## src/rtl/wm_pkg.sv

```systemverilog
package wm_pkg;
  typedef enum logic [1:0] {
    SPAN_ONE  = 2'd0,
    SPAN_TWO  = 2'd1,
    SPAN_FOUR = 2'd2,
    SPAN_WIDE = 2'd3
  } wm_span_e;

  function automatic int unsigned span_mask(input wm_span_e s);
    case (s)
      SPAN_ONE: return 0;
      SPAN_TWO: return 1;
      default:  return 3;
    endcase
  endfunction
endpackage

```

## src/rtl/wm_key_lfsr.sv

```systemverilog
module wm_key_lfsr #(
  parameter int unsigned W        = 16,
  parameter logic [15:0] TAP_MASK = 16'hB400
) (
  input  logic         clk,
  input  logic         rst_n,
  input  logic         load,
  input  logic [W-1:0] seed,
  input  logic         step,
  output logic [W-1:0] key
);
  logic [W-1:0] state_q;
  logic [W-1:0] seed_nz;
  logic [W-1:0] key_next;
  logic [W-1:0] taps;

  assign taps     = W'(TAP_MASK);
  assign seed_nz  = (seed == '0) ? W'(1) : seed;
  assign key      = load ? seed_nz : state_q;
  assign key_next = {key[W-2:0], ^(key & taps)};

  always_ff @(posedge clk) begin
    if (!rst_n)    state_q <= W'(1);
    else if (step) state_q <= key_next;
    else if (load) state_q <= seed_nz;
  end
endmodule

```

## src/rtl/wm_plane_sel.sv

```systemverilog
module wm_plane_sel
  import wm_pkg::*;
#(
  parameter int unsigned COEF_W  = 16,
  parameter int unsigned LFSR_W  = 16,
  parameter int unsigned PLANE_W = $clog2(COEF_W)
) (
  input  logic [LFSR_W-1:0]  key,
  input  wm_span_e           span,
  input  logic [PLANE_W-1:0] base,
  output logic [PLANE_W-1:0] plane
);
  localparam int unsigned TOP_PLANE = COEF_W - 2;

  logic [PLANE_W:0] sum;
  logic [1:0]       offset;

  always_comb begin
    offset = key[1:0] & 2'(span_mask(span));
    sum    = {1'b0, base} + (PLANE_W+1)'(offset);
    if (sum > (PLANE_W+1)'(TOP_PLANE)) plane = PLANE_W'(TOP_PLANE);
    else                               plane = sum[PLANE_W-1:0];
  end
endmodule

```

## src/rtl/wm_bit_mux.sv

```systemverilog
module wm_bit_mux #(
  parameter int unsigned COEF_W  = 16,
  parameter int unsigned PLANE_W = $clog2(COEF_W)
) (
  input  logic [COEF_W-1:0]  coef_in,
  input  logic               is_dc,
  input  logic               extract,
  input  logic [PLANE_W-1:0] plane,
  input  logic               mark,
  output logic [COEF_W-1:0]  coef_out,
  output logic               xbit
);
  logic do_embed;
  assign do_embed = is_dc && !extract;

  for (genvar i = 0; i < COEF_W; i++) begin : g_bit
    if (i == COEF_W - 1) begin : g_sign
      assign coef_out[i] = coef_in[i];
    end else begin : g_mag
      assign coef_out[i] = (do_embed && plane == PLANE_W'(i)) ? mark : coef_in[i];
    end
  end

  always_comb begin
    if (!is_dc)       xbit = 1'b0;
    else if (extract) xbit = coef_in[plane];
    else              xbit = mark;
  end
endmodule

```

## src/rtl/wm_bitplane_embed.sv

```systemverilog
module wm_bitplane_embed
  import wm_pkg::*;
#(
  parameter int unsigned COEF_W   = 16,
  parameter int unsigned LFSR_W   = 16,
  parameter logic [15:0] TAP_MASK = 16'hB400
) (
  input  logic                       clk,
  input  logic                       rst_n,
  input  logic                       cfg_extract,
  input  logic [1:0]                 cfg_span,
  input  logic [$clog2(COEF_W)-1:0]  cfg_base,
  input  logic [LFSR_W-1:0]          cfg_seed,
  input  logic                       frame_start,
  input  logic                       s_valid,
  output logic                       s_ready,
  input  logic [COEF_W-1:0]          s_coef,
  input  logic                       s_is_dc,
  input  logic                       wm_valid,
  output logic                       wm_ready,
  input  logic                       wm_bit,
  output logic                       m_valid,
  input  logic                       m_ready,
  output logic [COEF_W-1:0]          m_coef,
  output logic                       m_is_dc,
  output logic                       m_xbit
);
  localparam int unsigned PLANE_W = $clog2(COEF_W);

  logic               out_free;
  logic               need_mark;
  logic               fire;
  logic               dc_fire;
  logic [LFSR_W-1:0]  key;
  logic [PLANE_W-1:0] plane;
  logic [COEF_W-1:0]  mux_coef;
  logic               mux_xbit;

  assign out_free  = !m_valid || m_ready;
  assign need_mark = s_is_dc && !cfg_extract;
  assign s_ready   = out_free && (!need_mark || wm_valid);
  assign wm_ready  = out_free && s_valid && need_mark;
  assign fire      = s_valid && s_ready;
  assign dc_fire   = fire && s_is_dc;

  wm_key_lfsr #(.W(LFSR_W), .TAP_MASK(TAP_MASK)) u_key (
    .clk  (clk),
    .rst_n(rst_n),
    .load (frame_start),
    .seed (cfg_seed),
    .step (dc_fire),
    .key  (key)
  );

  wm_plane_sel #(.COEF_W(COEF_W), .LFSR_W(LFSR_W), .PLANE_W(PLANE_W)) u_sel (
    .key  (key),
    .span (wm_span_e'(cfg_span)),
    .base (cfg_base),
    .plane(plane)
  );

  wm_bit_mux #(.COEF_W(COEF_W), .PLANE_W(PLANE_W)) u_mux (
    .coef_in (s_coef),
    .is_dc   (s_is_dc),
    .extract (cfg_extract),
    .plane   (plane),
    .mark    (wm_bit),
    .coef_out(mux_coef),
    .xbit    (mux_xbit)
  );

  always_ff @(posedge clk) begin
    if (!rst_n) begin
      m_valid <= 1'b0;
      m_coef  <= '0;
      m_is_dc <= 1'b0;
      m_xbit  <= 1'b0;
    end else if (fire) begin
      m_valid <= 1'b1;
      m_coef  <= mux_coef;
      m_is_dc <= s_is_dc;
      m_xbit  <= mux_xbit;
    end else if (m_ready) begin
      m_valid <= 1'b0;
    end
  end
endmodule

```

## config.mk

```make
export PLATFORM = sky130hd
export DESIGN_NAME = wm_bitplane_embed
export DESIGN_NICKNAME = d
export VERILOG_FILES = /design/src/rtl/wm_pkg.sv /design/src/rtl/wm_key_lfsr.sv /design/src/rtl/wm_plane_sel.sv /design/src/rtl/wm_bit_mux.sv /design/src/rtl/wm_bitplane_embed.sv
export SDC_FILE = /design/constraint.sdc
export NUM_CORES = 1
export LEC_CHECK = 0
export BUFFER_PORTS_ARGS = -buffer_cell sky130_fd_sc_hd__buf_2
export CORE_MARGIN = 4
export CORE_UTILIZATION = 30
export DETAILED_ROUTE_END_ITERATION = 6
export GPL_TIMING_DRIVEN = 0
export PLACE_DENSITY_LB_ADDON = 0.25
export SLEW_MARGIN = 20
export SYNTH_ARGS = -nofsm -noshare
export SYNTH_HDL_FRONTEND = slang
export SYNTH_SLANG_ARGS = --single-unit
export TNS_END_PERCENT = 50
```

## constraint.sdc

```tcl
create_clock -name clk -period 2.9 [get_ports clk]
set_clock_uncertainty 0.15 [all_clocks]
set_input_delay 0.145 -clock clk [delete_from_list [all_inputs] [get_ports clk]]
set_output_delay 0.145 -clock clk [all_outputs]
set_load 0.02 [all_outputs]
```

# After elaboration in Yosys (flattened, before gate mapping)

Cells that the tools add are included.

Word-level logic and storage cells: 81
Bits of input ports: 47
Flip-flop bits (word level): 35
Output and inout port bits: 21

Multiplexer cells: 26
Bitwise operators: 1
Reduce and logical (&&, ||, !) cells: 31
$add $sub $neg: 1
Order comparisons: 2
Equality and inequality tests: 15

Operators by type and width:

| cell                 | count |
|---|---|
| $mux W16             | 3 |
| $eq A4 B4 Y1 const B | 7 |
| $logic_and A1 B1 Y1  | 21 |
| $mux W1              | 20 |
| $eq A4 B3 Y1 const B | 4 |
| $logic_not A16 Y1    | 1 |
| $reduce_xor A16 Y1   | 1 |
| $eq A4 B2 Y1 const B | 2 |
| $add A4 B2 Y5        | 1 |
| $gt A5 B4 Y1 const B | 1 |
| $lt A4 B5 Y1 const B | 1 |
| $bmux W1 S4          | 1 |
| $eq A4 B1 Y1 const B | 1 |
| $logic_not A4 Y1     | 1 |
| $mux W4              | 1 |
| $pmux W2 S2          | 1 |
| $logic_not A1 Y1     | 3 |
| $and A2 B2 Y2        | 1 |
| $eq A2 B1 Y1 const B | 1 |
| $logic_not A2 Y1     | 1 |
| $logic_or A1 B1 Y1   | 2 |
| $reduce_bool A2 Y1   | 1 |

# Depth between registers and ports, before layout

Depth after elaboration: 11
Depth in mapped cells: 15

# Modules after synthesis

From an unflattened synthesis, not the netlist that was laid out.

Cell total of the unflattened synthesis: 245
Area, all modules: 2312.2 µm²

Modules (own cells, without submodules):

| module            | sequential area each (µm²) | instances | area each (µm²) | cells an instance |
|---|---|---|---|---|
| wm_key_lfsr       | 320.3                      | 1         | 860.8           | 84 |
| wm_bitplane_embed | 380.4                      | 1         | 813.3           | 86 |
| wm_bit_mux        | 0.0                        | 1         | 488.0           | 55 |
| wm_plane_sel      | 0.0                        | 1         | 150.1           | 20 |

# Worst setup path after synthesis

No wires, ideal clock.

Path type: in2reg
Start: in frame_start
End: reg m_coef[10]
Setup time: 0.134 ns
Data arrival time: 2.574 ns
Stages: 14
Setup slack: 0.043 ns
Path through: clkbuf_1 -> nand2_1 -> o21ai_0 -> nor2_1 -> ha_1 -> fa_1 -> buf_4 -> nand2_1 -> o21ai_2 -> nand2_4 -> buf_6 -> a211oi_2 -> mux2i_1 -> a21oi_1

Longest elaborated chain between the ends: 8

Ends and longest elaborated chain:

| element                 | RTL line                | RTL |
|---|---|---|
| from (decl)             | wm_bitplane_embed.sv:14 | `input logic frame_start,` |
| $mux W16 (*)            | wm_key_lfsr.sv:19       | `assign key = load ? seed_nz : state_q;` |
| $and A2 B2 Y2 (*)       | wm_plane_sel.sv:19      | `offset = key[1:0] & 2'(span_mask(span));` |
| $add A4 B2 Y5 (*)       | wm_plane_sel.sv:20      | `sum = {1'b0, base} + (PLANE_W+1)'(offset);` |
| $gt A5 B4 Y1            | wm_plane_sel.sv:21      | `if (sum > (PLANE_W+1)'(TOP_PLANE)) plane = PLANE_W'(TOP_PLANE);` |
| $mux W4 (*)             | wm_plane_sel.sv:21      |  |
| $eq A4 B4 Y1 (*)        | wm_bit_mux.sv:20        | `assign coef_out[i] = (do_embed && plane == PLANE_W'(i)) ? mark : coef_in[i];` |
| $logic_and A1 B1 Y1 (*) | wm_bit_mux.sv:20        |  |
| $mux W1 (*)             | wm_bit_mux.sv:20        |  |
| to (signal assigned)    | wm_bitplane_embed.sv:80 | `m_coef <= mux_coef;` |
| to (decl)               | wm_bitplane_embed.sv:24 | `output logic [COEF_W-1:0] m_coef,` |

Mark *: on every way between the ends. The rest lies on a longest branch, timed or not.
A chain may end at the register's enable or synchronous reset.

# Worst setup path in the final report

Start: reg u_key.state_q[0]
End: reg m_coef[14]

Longest elaborated chain between the ends: 8

Ends and longest elaborated chain:

| element                 | RTL line           | RTL |
|---|---|---|
| from (decl)             | wm_key_lfsr.sv:12  | `logic [W-1:0] state_q;` |
| from (signal assigned)  | wm_key_lfsr.sv:24  | `else if (step) state_q <= key_next;` |
| from (signal assigned)  | wm_key_lfsr.sv:25  | `else if (load) state_q <= seed_nz;` |
| $mux W16 (*)            | wm_key_lfsr.sv:19  |  |
| $and A2 B2 Y2 (*)       | wm_plane_sel.sv:19 |  |
| $add A4 B2 Y5 (*)       | wm_plane_sel.sv:20 |  |
| $gt A5 B4 Y1            | wm_plane_sel.sv:21 |  |
| $mux W4 (*)             | wm_plane_sel.sv:21 |  |
| $eq A4 B4 Y1 (*)        | wm_bit_mux.sv:20   |  |
| $logic_and A1 B1 Y1 (*) | wm_bit_mux.sv:20   |  |
| $mux W1 (*)             | wm_bit_mux.sv:20   |  |

Marks and branches as above.

==> summary.json <==
{
  "floorplanning": {
    "placeableCoreArea_um2": 8220,
    "die_height_um": 100,
    "chipWidth_um": 100,
    "ioPinCount": 68,
    "start_util_pct": 30.9,
    "die_area_um2": 9990,
    "std_cell_rows": 33
  },
  "setup_path": {
    "critical_path.slowest_cell": "sky130_fd_sc_hd__fa_2",
    "timing.critical_path.fanout_max": 10,
    "cp_top_family": "adder cells",
    "crit_required_ns": 2.90,
    "reg2reg_setup_slack_ns": 0.16,
    "timing.critical_path.buf_inv": 2,
    "cp.arrival_ns": 2.75,
    "worstSetupEndpointType": "flop",
    "criticalPathCategory": "reg2reg",
    "crit-reg2reg-launch": "u_key.state_q[0]",
    "start_kind": "flop",
    "crit_path_max_incr_delay_ns": 0.53,
    "crit_path_cell_trace": "o21ai_2 -> nor2_1 -> ha_2 -> fa_2 -> buf_6 -> nand2_2 -> o21ai_4 -> nand2_4 -> buf_8 -> a211oi_4 -> mux2i_1 -> a21oi_1",
    "reg2reg_depth": 12,
    "r2r_end": "m_coef[14]"
  },
  "sta": {
    "drv_slew": 0,
    "max_slew_margin_pct": 63.3,
    "timing.fmax_ghz": 0.365,
    "number_of_setup_violations_in_the_final_report": 0,
    "period_share_pct": 94.5,
    "setup_total_negative_slack_ns": 0,
    "clock_period_minus_worst_slack_ns": 2.74,
    "worstMarginPinSlew_ns": 0.551,
    "timing_hold_violations_final": 0
  },
  "power": {
    "net-switching-power_mw": 0.461,
    "total_power_density_per_cell_area_nw_per_um2": 421,
    "peakVddDrop_mv": 0.249,
    "power.sequential.fraction_pct": 39.7,
    "leakage_nw": 1.40,
    "share_clk_of_total_power_pct": 25.7,
    "power.share.combinational_pct": 34.6,
    "p_int_mw": 0.889,
    "switching_fraction_of_total_power_pct": 34.2
  },
  "logic_synthesis": {
    "synthMostInstantiatedCell": "sky130_fd_sc_hd__dfxtp_1",
    "post_synth_main_area_contributors": "sky130_fd_sc_hd__dfxtp_1 28%, sky130_fd_sc_hd__mux4_1 9.3%, sky130_fd_sc_hd__mux2i_1 8.3%",
    "synth_sequential_area_ratio_pct": 27.6,
    "netlist_top_cells_count": "35 x sky130_fd_sc_hd__dfxtp_1, 21 x sky130_fd_sc_hd__mux2i_1, 20 x sky130_fd_sc_hd__nor2_1",
    "synthDominantAreaCellType": "sky130_fd_sc_hd__dfxtp_1",
    "synth_nets": 310,
    "number_of_enable_flip_flop_cells_after_synthesis": 0,
    "yosys_top_cell_area_share_pct": 27.6,
    "async_reset_ff_share_pct": 0,
    "synth_seq_cells": 35,
    "synth-main-ff-cell": "sky130_fd_sc_hd__dfxtp_1",
    "synth_warnings": 0,
    "postSynthAreaPerCell_um2": 9.76,
    "synth_cell_type_count": 66,
    "synth_area_um2": 2540,
    "synthCells": 260
  },
  "clocking": {
    "clock_tree.buffer_depth": 2,
    "worst_path_clk_slew_ns": 0.08,
    "max_h_tree_level": 2,
    "tritoncts": "yes",
    "insertion_delay_ns": 0.29,
    "clock_sink_count": 35,
    "cts.root.buffer_cell": "sky130_fd_sc_hd__clkbuf_8",
    "cts-buffers-inserted": 5
  },
  "detailed_routing": {
    "route.detailed.drc": 0,
    "vias_per_cell": 5.20,
    "ant_nets": 0,
    "drt_first_pass_iters": 4,
    "routed-via-count": 2320,
    "drt-initial-drc-count": 109,
    "avgRoutedWirePerCell_um": 16.0,
    "wl_um": 7140
  },
  "grt": {
    "grt_start_max_net_pins": 14,
    "grtUsageTotal_pct": 14.2,
    "grt_pass1_vias": 2295,
    "globalRoute.totalOverflow": 0,
    "grt_antenna_before_repair": 0,
    "grt_first_pass_wirelength_um": 11400
  },
  "finish": {
    "design_area_um2": 3210,
    "design.final.nets": 390,
    "n_fill_cell": 848,
    "layout-drive-gt1-share_pct": 37.2,
    "seqCellArea_um2": 701,
    "area_growth_pct": 26.6,
    "multiInputGateArea_um2": 1750,
    "antenna_cells": 0
  },
  "run_status": {
    "status": "complete, no violations"
  },
  "placement": {
    "routabilityCongestion": 0.878,
    "place_hpwl_um": 5560,
    "placedInstanceArea_um2": 3000,
    "numPortBuffers": 66
  },
  "worst_hold_path": {
    "hold-path-cell-count": 3,
    "holdCritStartpoint": "m_ready",
    "classification_of_the_worst_slack_hold_path": "in2reg",
    "hold_end": "m_valid"
  },
  "run": {
    "maxCapViolations": 0
  }
}
==> stage by stage <==
| stage | hold slack [ns] | setup WS (ns) | utilization [%] | std cells | power (mW) |
|---|---|---|---|---|---|
| finish | 0.00606 | 0.159 | 39.1 | 446 | 1.35 |
| global route | 0.0305 | -0.00101 | 39.1 | 446 | 1.43 |
| CTS | 0.00536 | 0.00837 | 37.8 | 439 | 1.33 |
| detailed placement | 0.278 | -0.566 | 36.5 | 431 | 0.980 |
| global placement | 0.274 | -0.543 | 36.5 | 431 | 0.978 |
| floorplan | 0.131 | 0.0426 | - | 260 | 0.847 |
==> state kept, by name, summed over array words and instances (netlist names) <==
name and flops:
m_coef 16, u_key.state_q 16, m_is_dc 1, m_valid 1, m_xbit 1
==> cell type report <==
class	count	share of cell area [%]
well taps	105	4.09
repair buffers	74	12.2
inverters	4	0.467
plain buffers	18	4.36
flip-flops and latches	35	21.8
clock buffers	7	2.38
multi-input cells	202	54.5
clock inverters	1	0.156
==> kinds of logic (layout without fill, tap and decap cells) <==
| logic type | after synthesis | in the layout | synth area share, % |
|---|---|---|---|
| buf+inv | 23 | 104 | 5.97 |
| fa+ha+maj | 3 | 3 | 1.78 |
| compound gates | 67 | 67 | 21.7 |
| xor+xnor | 6 | 6 | 2.07 |
| mux | 32 | 32 | 19.1 |
| simple gates | 94 | 94 | 21.7 |
| flops | 35 | 35 | 27.6 |
==> worst max-delay path by stage <==
stage | startpoint | to | slack, ns | cells after the start
after floorplan | frame_start | m_coef[10] | 0.04 | 14
after global placement | frame_start | m_coef[14] | -0.54 | 15
after detailed placement | frame_start | m_coef[14] | -0.57 | 15
after CTS | u_key.state_q[0] | m_coef[14] | 0.008 | 12
after global routing | u_key.state_q[0] | m_coef[10] | -0.001 | 12
final | u_key.state_q[0] | m_coef[14] | 0.16 | 12
==> placed cells by master (no fill, tap or decap), drive strengths merged, types with 10 or more instances in the layout <==
| master | n |
|---|---|
| nand2 | 17 |
| a211oi | 20 |
| o21ai | 12 |
| buf | 84 |
| dfxtp | 35 |
| clkbuf | 14 |
| and2 | 11 |
| mux2i | 21 |
| a21oi | 12 |
| nor2 | 21 |
| mux4 | 10 |
==> power by group through the flow <==
stage,clock (mW),sequential [mW],combinational (mW)
floorplan,0,0.571,0.276
global route,0.377,0.541,0.511
detailed placement,0,0.547,0.433
finish,0.346,0.536,0.468
global placement,0,0.546,0.432
CTS,0.355,0.537,0.441
==> worst min-delay path, cell delays in order <==
cell                       delay, ns
sky130_fd_sc_hd__buf_2          0.07
sky130_fd_sc_hd__nand2b_2       0.12
sky130_fd_sc_hd__a21oi_1        0.06
==> repair_timing <==
item,CTS,global route
setup endpoints to repair,16,16
gates resized for setup,4,11
pin swaps,0,4
hold buffers,1,0
setup buffers,0,7
endpoints found under the hold margin,1,0
==> routing by layer <==
metal	share of wire [%]	routed length, um	track usage (%)	vias up
li1	-	-	-	1154
met1	44	3170	18.6	1090
met2	48	3440	24.3	71
met3	6.9	492	2.78	5
met4	0.55	39	2.84	0
met5	0	0	0	-
Power figures use the tool's default switching activity.
